<file path="config.mk">
export PLATFORM = sky130hd
export DESIGN_NAME = gray_page_packer
export DESIGN_NICKNAME = d
export VERILOG_FILES = /design/src/rtl/gpp_pkg.sv /design/src/rtl/gpp_walker.sv /design/src/rtl/gpp_pair.sv /design/src/rtl/gray_page_packer.sv
export SDC_FILE = /design/constraint.sdc
export NUM_CORES = 1
export LEC_CHECK = 0
export BUFFER_PORTS_ARGS = -buffer_cell sky130_fd_sc_hd__clkbuf_2
export CAP_MARGIN = 15
export CELL_PAD_IN_SITES_DETAIL_PLACEMENT = 1
export CELL_PAD_IN_SITES_GLOBAL_PLACEMENT = 2
export CORE_ASPECT_RATIO = 0.9
export CORE_UTILIZATION = 35
export DETAILED_ROUTE_END_ITERATION = 10
export PLACE_DENSITY = 0.8
export SETUP_SLACK_MARGIN = 0.3
export SLEW_MARGIN = 20
export SYNTH_ARGS = -nofsm -noshare
export SYNTH_HDL_FRONTEND = slang
export SYNTH_SLANG_ARGS = --single-unit
</file>
<file path="constraint.sdc">
create_clock -name clk -period 4.15 [get_ports clk]
set_clock_uncertainty 0.2 [all_clocks]
set_input_delay 0.83 -clock clk [delete_from_list [all_inputs] [get_ports clk]]
set_output_delay 0.83 -clock clk [all_outputs]
set_load 0.03 [all_outputs]
</file>
<file path="src/rtl/gpp_pkg.sv">
package gpp_pkg;

    localparam int BYTE_W  = 8;
    localparam int WORD_W  = BYTE_W + 1;
    localparam int COORD_W = 8;

    // display command opcodes (upper nibble of the command byte)
    localparam logic [7:0] OP_COL_LO  = 8'h00;
    localparam logic [7:0] OP_COL_HI  = 8'h10;
    localparam logic [7:0] OP_PAGE_LO = 8'h60;
    localparam logic [7:0] OP_PAGE_HI = 8'h70;

    typedef enum logic [2:0] {
        ST_IDLE,
        ST_CMD,
        ST_RD_A,
        ST_RD_B,
        ST_CAP,
        ST_DATA
    } state_e;

    typedef enum logic {
        LINK_8 = 1'b0,
        LINK_9 = 1'b1
    } link_e;

    typedef struct packed {
        logic               rot;
        link_e              link;
        logic [COORD_W-1:0] x;
        logic [COORD_W-1:0] y0;
    } win_t;

    function automatic logic bus_supported(input logic [3:0] bits);
        return (bits == 4'd8) || (bits == 4'd9);
    endfunction

    // first pixel -> low nibble, second pixel -> high nibble
    function automatic logic [BYTE_W-1:0] pack_pair(input logic [BYTE_W-1:0] first,
                                                    input logic [BYTE_W-1:0] second);
        return {second[BYTE_W-1 -: 4], first[BYTE_W-1 -: 4]};
    endfunction

    // idx 0..3: column low, column high, page low, page high
    function automatic logic [7:0] cmd_byte(input logic [1:0]         idx,
                                            input logic [COORD_W-1:0] col,
                                            input logic [COORD_W-1:0] line);
        logic [7:0] b;
        case (idx)
            2'd0:    b = OP_COL_LO  | {4'h0, col[3:0]};
            2'd1:    b = OP_COL_HI  | {4'h0, col[7:4]};
            2'd2:    b = OP_PAGE_LO | {4'h0, line[4:1]};
            default: b = OP_PAGE_HI | {5'h00, line[7:5]};
        endcase
        return b;
    endfunction

endpackage

</file>
<file path="src/rtl/gpp_walker.sv">
module gpp_walker
    import gpp_pkg::*;
#(
    parameter int FB_W = 240,
    parameter int AW   = 16
) (
    input  logic               clk,
    input  logic               rst,
    input  logic               load,
    input  logic               rot_in,
    input  logic [COORD_W-1:0] y0_in,
    input  logic [COORD_W-1:0] y1_in,
    input  logic               step,
    output logic [AW-1:0]      addr_a,
    output logic [AW-1:0]      addr_b,
    output logic               last_unit
);

    localparam logic [COORD_W-1:0] COL_END_N = COORD_W'(FB_W - 1);
    localparam logic [COORD_W-1:0] COL_END_R = COORD_W'(FB_W / 2 - 1);
    localparam logic [COORD_W:0]   PAIR_SPAN = (COORD_W + 1)'(2);
    localparam logic [AW-1:0]      LINE_JUMP = AW'(FB_W + 1);
    localparam logic [AW-1:0]      LINE_LEN  = AW'(FB_W);

    logic [AW-1:0]      addr_q;
    logic [COORD_W-1:0] col_q;
    logic [COORD_W-1:0] row_q;
    logic [COORD_W-1:0] y1_q;
    logic               rot_q;
    logic               armed_q;
    logic               line_end;
    logic [COORD_W-1:0] row_start;

    assign line_end  = (col_q == (rot_q ? COL_END_R : COL_END_N));
    assign row_start = rot_in ? y0_in : {y0_in[COORD_W-1:1], 1'b0};

    always_ff @(posedge clk) begin
        if (rst) begin
            addr_q  <= '0;
            col_q   <= '0;
            row_q   <= '0;
            y1_q    <= '0;
            rot_q   <= 1'b0;
            armed_q <= 1'b0;
        end else if (load) begin
            addr_q  <= AW'(row_start) * LINE_LEN;
            col_q   <= '0;
            row_q   <= row_start;
            y1_q    <= y1_in;
            rot_q   <= rot_in;
            armed_q <= 1'b1;
        end else if (step) begin
            col_q <= line_end ? '0 : col_q + 1'b1;
            if (rot_q) begin
                addr_q <= addr_q + AW'(2);
                row_q  <= line_end ? row_q + 1'b1 : row_q;
            end else begin
                addr_q <= addr_q + (line_end ? LINE_JUMP : AW'(1));
                row_q  <= line_end ? row_q + COORD_W'(2) : row_q;
            end
        end
    end

    assign addr_a = addr_q;
    assign addr_b = addr_q + (rot_q ? AW'(1) : LINE_LEN);

    always_comb begin
        if (rot_q) last_unit = line_end && (row_q >= y1_q);
        else       last_unit = line_end && (({1'b0, row_q} + PAIR_SPAN) > {1'b0, y1_q});
    end

    // pointer must always sit at row*width + column offset (R3 normal, R4 rotated)
    assert_addr_tracks_row_R3: assert property (@(posedge clk) disable iff (rst)
        armed_q |-> addr_q == AW'(row_q) * LINE_LEN
                              + (rot_q ? AW'({col_q, 1'b0}) : AW'(col_q)));

    // normal orientation only ever walks even rows
    assert_even_page_row_R2: assert property (@(posedge clk) disable iff (rst)
        (armed_q && !rot_q) |-> !row_q[0]);

endmodule

</file>
<file path="src/rtl/gpp_pair.sv">
module gpp_pair
    import gpp_pkg::*;
(
    input  logic              clk,
    input  logic              rst,
    input  logic              cap_first,
    input  logic              cap_second,
    input  logic [BYTE_W-1:0] rd_data,
    output logic [BYTE_W-1:0] byte_out
);

    logic [BYTE_W-1:0] first_q;
    logic [BYTE_W-1:0] byte_q;

    always_ff @(posedge clk) begin
        if (rst) begin
            first_q <= '0;
            byte_q  <= '0;
        end else begin
            if (cap_first)  first_q <= rd_data;
            if (cap_second) byte_q  <= pack_pair(first_q, rd_data);
        end
    end

    assign byte_out = byte_q;

    // second pixel is captured exactly one cycle after the first
    assert_second_after_first_R1: assert property (@(posedge clk) disable iff (rst)
        cap_second |-> $past(cap_first));

    assert_capture_exclusive_R1: assert property (@(posedge clk) disable iff (rst)
        cap_first |-> !cap_second);

endmodule

</file>
<file path="src/rtl/gray_page_packer.sv">
module gray_page_packer
    import gpp_pkg::*;
#(
    parameter int FB_W = 240,
    parameter int FB_H = 160,
    localparam int AW  = $clog2(FB_W * FB_H)
) (
    input  logic               clk,
    input  logic               rst,
    input  logic               start,
    input  logic               rotated,
    input  logic [3:0]         bus_bits,
    input  logic [COORD_W-1:0] win_x,
    input  logic [COORD_W-1:0] win_y0,
    input  logic [COORD_W-1:0] win_y1,
    output logic               busy,
    output logic               err,
    output logic               fb_rd_en,
    output logic [AW-1:0]      fb_rd_addr,
    input  logic [BYTE_W-1:0]  fb_rd_data,
    output logic               out_valid,
    input  logic               out_ready,
    output logic [WORD_W-1:0]  out_word,
    output logic               out_dc,
    output logic               out_last
);

    localparam logic [AW-1:0] FRAME_PIX = AW'(FB_W * FB_H);

    state_e             state_q;
    state_e             state_d;
    win_t               win_q;
    logic [1:0]         cmd_idx_q;
    logic               err_q;
    logic               walk_load;
    logic               walk_step;
    logic               last_unit;
    logic [AW-1:0]      addr_a;
    logic [AW-1:0]      addr_b;
    logic [BYTE_W-1:0]  packed_byte;
    logic [COORD_W-1:0] col_v;
    logic [COORD_W-1:0] line_v;
    logic               accept;

    assign accept    = out_valid && out_ready;
    assign walk_load = (state_q == ST_IDLE) && start && bus_supported(bus_bits);
    assign walk_step = (state_q == ST_DATA) && out_ready && !last_unit;

    gpp_walker #(
        .FB_W (FB_W),
        .AW   (AW)
    ) u_walker (
        .clk       (clk),
        .rst       (rst),
        .load      (walk_load),
        .rot_in    (rotated),
        .y0_in     (win_y0),
        .y1_in     (win_y1),
        .step      (walk_step),
        .addr_a    (addr_a),
        .addr_b    (addr_b),
        .last_unit (last_unit)
    );

    gpp_pair u_pair (
        .clk        (clk),
        .rst        (rst),
        .cap_first  (state_q == ST_RD_B),
        .cap_second (state_q == ST_CAP),
        .rd_data    (fb_rd_data),
        .byte_out   (packed_byte)
    );

    always_comb begin
        state_d = state_q;
        case (state_q)
            ST_IDLE: if (walk_load) state_d = ST_CMD;
            ST_CMD:  if (out_ready && cmd_idx_q == 2'd3) state_d = ST_RD_A;
            ST_RD_A: state_d = ST_RD_B;
            ST_RD_B: state_d = ST_CAP;
            ST_CAP:  state_d = ST_DATA;
            ST_DATA: if (out_ready) state_d = last_unit ? ST_IDLE : ST_RD_A;
            default: state_d = ST_IDLE;
        endcase
    end

    always_ff @(posedge clk) begin
        if (rst) begin
            state_q   <= ST_IDLE;
            win_q     <= '0;
            cmd_idx_q <= '0;
            err_q     <= 1'b0;
        end else begin
            state_q <= state_d;
            if (state_q == ST_IDLE && start) begin
                err_q <= !bus_supported(bus_bits);
                if (bus_supported(bus_bits)) begin
                    win_q.rot  <= rotated;
                    win_q.link <= (bus_bits == 4'd9) ? LINK_9 : LINK_8;
                    win_q.x    <= win_x;
                    win_q.y0   <= win_y0;
                    cmd_idx_q  <= '0;
                end
            end else if (state_q == ST_CMD && out_ready) begin
                cmd_idx_q <= cmd_idx_q + 2'd1;
            end
        end
    end

    // rotated windows swap the coordinate roles in the address commands
    assign col_v  = win_q.rot ? win_q.y0 : win_q.x;
    assign line_v = win_q.rot ? win_q.x  : win_q.y0;

    assign fb_rd_en   = (state_q == ST_RD_A) || (state_q == ST_RD_B);
    assign fb_rd_addr = (state_q == ST_RD_B) ? addr_b : addr_a;

    assign out_valid = (state_q == ST_CMD) || (state_q == ST_DATA);
    assign out_dc    = (state_q == ST_DATA) && (win_q.link == LINK_8);
    assign out_last  = (state_q == ST_DATA) && last_unit;
    assign busy      = (state_q != ST_IDLE);
    assign err       = err_q;

    always_comb begin
        case (state_q)
            ST_CMD:  out_word = {1'b0, cmd_byte(cmd_idx_q, col_v, line_v)};
            ST_DATA: out_word = {win_q.link == LINK_9, packed_byte};
            default: out_word = '0;
        endcase
    end

    assert_hold_while_stalled_R10: assert property (@(posedge clk) disable iff (rst)
        (out_valid && !out_ready) |=> out_valid && $stable(out_word)
                                      && $stable(out_dc) && $stable(out_last));

    assert_err_is_silent_R9: assert property (@(posedge clk) disable iff (rst)
        err |-> !out_valid && !fb_rd_en);

    assert_flag_excludes_dc_R7: assert property (@(posedge clk) disable iff (rst)
        (out_valid && out_dc) |-> !out_word[8]);

    assert_last_on_data_R11: assert property (@(posedge clk) disable iff (rst)
        out_last |-> out_valid && (out_dc || out_word[8]));

    assert_read_in_frame_R12: assert property (@(posedge clk) disable iff (rst)
        fb_rd_en |-> fb_rd_addr < FRAME_PIX);

    assert_no_read_while_offering_R12: assert property (@(posedge clk) disable iff (rst)
        fb_rd_en |-> !out_valid);

    assert_stream_ends_idle_R11: assert property (@(posedge clk) disable iff (rst)
        (out_last && out_ready) |=> !busy);

endmodule

</file>
# Word-level counts from Yosys, hierarchy flattened
# Cells that the tools add are included.
# W data, S select, Z words.
# totals
out_inout_bits	31
in_bits	41
register_bits	81
wordCells	96
# op_classes
mul	1
reduce_logical	26
order_cmp	2
n_eq_ne	15
mux	28
addsub	8
bitwise_logic	1
# ops
op	count
$mux W8	11
$mux W16	4
$add A16 B16 Y16	2
$pmux W7 S3	1
$pmux W3 S6	1
$pmux W9 S2	1
$add A16 B2 Y16 const B	1
$add A8 B1 Y8 const B	2
$mul A8 B4 Y12 const B	1
$logic_and A1 B1 Y1	10
$add A8 B2 Y9 const B	1
$gt A9 B8 Y1	1
$mux W3	3
$add A8 B2 Y8 const B	1
$eq A4 B4 Y1 const B	2
$eq A8 B8 Y1	1
$ge A8 B8 Y1	1
$mux W2	4
$eq A3 B2 Y1 const B	2
$eq A3 B3 Y1 const B	2
$reduce_and A2 Y1	3
$reduce_bool A2 Y1	3
$eq A2 B2 Y1 const B	2
$ne A2 B1 Y1 const B	2
13 further kinds	19

# Longest topological paths before layout
# logic_depth
depth_word	8
depth_mapped	14
depth_no_buf	13

# Cells and area by module
# A second synthesis with hierarchy kept.
# unflattened
cells_unflattened	711
area_unflattened_um2	5954.5
# modules_own_cells
mod	instances	cells_each	area_per_inst_um2
gpp_walker	1	465	3857.4
gray_page_packer	1	207	1670.4
gpp_pair	1	39	426.7

# Worst setup path before layout
# Ideal clock, no wire load.
# synth_path
path_kind	input-to-reg
startpoint	input port win_y0[4]
endpoint	register u_walker.addr_q[15] (netlist: u_walker.addr_a[15])
setup_time_ps	91
n_path_buf	0
arrival_time_ps	3462
path_stages	12
path_slack_ps	397
cell_sequence	inv_1 -> fa_1 -> fa_1 -> inv_1 -> ha_1 -> nand3_1 -> o211ai_1 -> o41ai_1 -> o21ai_0 -> xor2_1 -> nor2_1 -> a311oi_1
# synth_via
elab_chain_len	2
# synth_lines
item	line_no	text
from (decl)	gray_page_packer.sv:14	input logic [COORD_W-1:0] win_y0,
$mul A8 B4 Y12	gpp_walker.sv:46	addr_q <= AW'(row_start) * LINE_LEN;
$mux W16	gpp_walker.sv:45	end else if (load) begin
to (signal assigned)	gpp_walker.sv:46	
to (signal assigned)	gpp_walker.sv:55	addr_q <= addr_q + AW'(2);
to (signal assigned)	gpp_walker.sv:58	addr_q <= addr_q + (line_end ? LINE_JUMP : AW'(1));
to (decl)	gpp_walker.sv:25	logic [AW-1:0] addr_q;
# Every way passes these cells.
# A chain may end at the register's enable or synchronous reset.

# Worst setup path after layout
# layout_path
startpoint	register u_walker.row_q[1]
endpoint	output port out_last
# layout_via
elab_chain_len	5
word_cells_on_any_way	7
# layout_lines
item	line_no	text
from (decl)	gpp_walker.sv:27	logic [COORD_W-1:0] row_q;
from (signal assigned)	gpp_walker.sv:48	row_q <= row_start;
from (signal assigned)	gpp_walker.sv:56	row_q <= line_end ? row_q + 1'b1 : row_q;
from (signal assigned)	gpp_walker.sv:59	row_q <= line_end ? row_q + COORD_W'(2) : row_q;
$add A8 B2 Y9	gpp_walker.sv:69	else last_unit = line_end && (({1'b0, row_q} + PAIR_SPAN) > {1'b0, y1_q});
$gt A9 B8 Y1	gpp_walker.sv:69	
$logic_and A1 B1 Y1	gpp_walker.sv:69	
$mux W1 (*)	gpp_walker.sv:68	if (rot_q) last_unit = line_end && (row_q >= y1_q);
$logic_and A1 B1 Y1 (*)	gray_page_packer.sv:119	assign out_last = (state_q == ST_DATA) && last_unit;
to (decl)	gray_page_packer.sv:25	output logic out_last
# Mark *: on every way between the ends. The rest lies on a longest branch, timed or not.

==> reports/metrics.csv <==
stage,metric,value,unit
finish,area grow syn2layout,17.8,%
pwr,worst vdd ir,0.198,mV
finish,"Design Area, Final",6670,µm²
global_routing,GRT Overall Usage,20.8,%
yosys,syn nets,821,
critical_path,Critical Path AT,2680,ps
clocking,"Reg clk slew, reported paths",70,ps
finish,Nets,885,
finish,Reg area,1530,µm²
yosys,post-synthesis sequential area ratio,26.9,%
global_routing,first-pass GRT wire length,26.9,mm
clocking,Root Buffer,clkbuf_16,
route,routed via count,5307,
floorplanning,Core Area,15600,µm²
hold_path,worst hold path class,register to register,
sta,worst-margin pin slew,646,ps
floorplanning,io pins,72,
hold_path,hold path depth,2,
route,first-pass iteration count of the detailed router,5,
critical_path,WP data required,3120,ps
route,vias per inst,5.37,
flow_run,Max Cap Violations,0,
yosys,Cell variety after synth,66,
critical_path,startpoint types,register,
finish,multi-input logic area,3840,µm²
yosys,Yosys top cell area share,26.9,%
global_routing,vias in the first global route,5110,
floorplanning,Die Ht,123,µm
placed_design,post-DP HPWL,12.6,mm
clocking,clock latency at the later pin of the worst-skew pair,350,ps
finish,Diodes inserted,0,
sta,final hold vios,0,
finish,Fill cells,1935,
yosys,top-count cell post-synth,nand2_1,
sta,post-route setup slack,443,ps
placed_design,Routability Congestion,0.849,
critical_path,critical path's slowest cell,dfxtp_4,
sta,f_max,270,MHz
yosys,total of warnings raised by yosys,0,
yosys,Post-Syn Area,5660,µm²
route,initial drt markers,263,
yosys,Commonest cells post-synth,"109 x nand2_1, 76 x dfxtp_1, 70 x a21oi_1",
sta,Sum Neg Setup Slack,0,ps
critical_path,kind of critical path,register to output port,
sta,Final setup viols,0,
sta,RSZ-0062 raised after global routing,true,
placed_design,Port Buffers,67,
clocking,CTS tree,built,
clocking,Clock Sink Count,76,
clocking,Clock Tree Buf Depth,2,
floorplanning,row count,43,
route,DRC viols,0,
placed_design,pre-CTS setup slack,14.2,ps
pwr,Pwr Density,301,nW/µm²
run_status,status,finished clean,
yosys,Cells after Synth,717,
clocking,# hold bufs at CTS,0,
sta,Tcrit/Tclk final,89.3,%
floorplanning,Chip Width,136,µm
finish,share of cells above drive strength 1,17.9,%
critical_path,CP max stage delay,370,ps
sta,final-report max-slew violation count,0,
yosys,post-synth top area cell,dfxtp_1,
critical_path,capturing element type of the critical path,output port,
critical_path,CP cell instances,"ha_2, and3_2, nand3_2, xnor2_1, ha_1, and3_1, a221oi_4, o21ai_2, nand2_1, nor2_1, buf_4",
sta,min Tclk post-route,3710,ps
critical_path,Reg2Reg Depth,11,
yosys,"EDFF count, synth",0,
floorplanning,die area,16700,µm²
pwr,Leak,0.00264,µW
floorplanning,Initial Utilization,36.3,%
global_routing,initial antenna violation count,0,
global_routing,grt ovf,0,
route,Avg WL per Cell,17.0,µm
global_routing,largest net degree at the start of global routing,59,
yosys,"FFs w/ async S/R, synth",0,%
clocking,Num CTS Buffers,9,
yosys,synthesized area per cell,7.90,µm²
yosys,Synth Register Bits,76,
yosys,"top cells by area, synth","dfxtp_1 27%, ha_1 11%, nand2_1 7.2%",
placed_design,dpl cell area,6210,µm²
route,final wirelength,16.8,mm
critical_path,CP max FO,5,
sta,Max-slew headroom,56.9,%
clocking,H-Tree Depth,3,
yosys,Synth Flop Type,dfxtp_1,
route,Antenna Nets Post-Route,0,
repair_timing:
action | CTS | global route
pin swaps | 1 | 8
gates resized for setup | 5 | 20
endpoints found under the setup margin | 7 | 14
buffers inserted | 1 | 10
endpoints found under the hold margin | 0 | 0
layout by cell type, fill, tap and decap left out, types with 6 or more instances in the layout:
master / instances
a311oi_1: 6
ha_1: 48
xnor2_1: 29
nor3_1: 6
nand4_1: 11
nor2_1: 66
dfxtp_1: 74
fa_1: 13
inv_1: 45
nand3_1: 17
o211ai_1: 6
a222oi_1: 8
a211oi_1: 14
mux2i_1: 12
nand2_1: 109
buf_4: 29
clkbuf_2: 64
o21ai_1: 9
nand2b_1: 7
clkbuf_16: 9
o21ai_0: 19
a21oi_1: 68
xor2_1: 14
registers in the layout, indices dropped and copies added, names as in the netlist:
| name | cells |
|---|---|
| win_q | 17 |
| u_walker.addr_a | 16 |
| u_pair.byte_out | 8 |
| u_walker.col_q | 8 |
| u_walker.row_q | 8 |
| u_walker.y1_q | 8 |
| u_pair.first_q | 4 |
| state_q | 3 |
| cmd_idx_q | 2 |
| err | 1 |
| u_walker.rot_q | 1 |
area by class of cell:
type | instances | area share (%)
Multi-Input combinational cell | 550 | 57.5
Clock buffer | 9 | 3.38
Clock inverter | 7 | 1.24
Tap cell | 202 | 3.79
Timing Repair Buffer | 95 | 8.34
Sequential cell | 76 | 22.9
Inverter | 49 | 2.87
path summary, 6_finish.rpt:
check | to | slack (ps) | start
setup reg to reg | u_walker.addr_a[13]$_SDFFE_PP0P_ | 580 | u_walker.row_q[1]$_SDFFE_PP0P_
setup / recovery | out_last | 440 | u_walker.row_q[1]$_SDFFE_PP0P_
hold reg to reg | u_walker.y1_q[5]$_SDFFE_PP0P_ | 260 | u_walker.y1_q[5]$_SDFFE_PP0P_
hold / removal | u_walker.y1_q[5]$_SDFFE_PP0P_ | 260 | u_walker.y1_q[5]$_SDFFE_PP0P_
through the flow:
stage | total power, µW | utilization, % | hold slack [ps] | std cells
after detailed placement | 1170 | 39.8 | 249 | 961
after floorplan | 1050 | - | 236 | 717
after global routing | 2100 | 42.8 | 282 | 988
after CTS | 2010 | 41.9 | 258 | 978
final | 2010 | 42.8 | 260 | 988
after global placement | 1150 | 39.8 | 244 | 961
worst max-delay path: cells and delay by family, from the launching register on:
| family | cells | cell delay, ps |
|---|---|---|
| and+or+nand+nor | 5 | 710 |
| xor gates and xnor gates | 1 | 210 |
| DFF | 1 | 370 |
| AOI/OAI and AO/OA | 2 | 410 |
| buffers and inverters | 1 | 160 |
| adders and majority gates | 2 | 480 |
where the power goes:
part	switching, µW	total [µW]	internal, µW
sequential	18.3	761	743
clock	354	832	478
combinational	235	412	177
cell families after synthesis:
kind of cell    synth area share [%]
buf+inv                         6.25
mux                             3.31
xor+xnor                        6.65
flops                           26.9
simple gates                    21.1
compound gates                  20.2
fa+ha+maj                       15.6
routing by layer:
layer	GRT usage, %	wire length [µm]
met1	29.5	8640
met2	32.2	7530
met3	3.14	439
met4	6.11	230
met5	0	0
No activity file was read; power rests on OpenSTA's default activity.
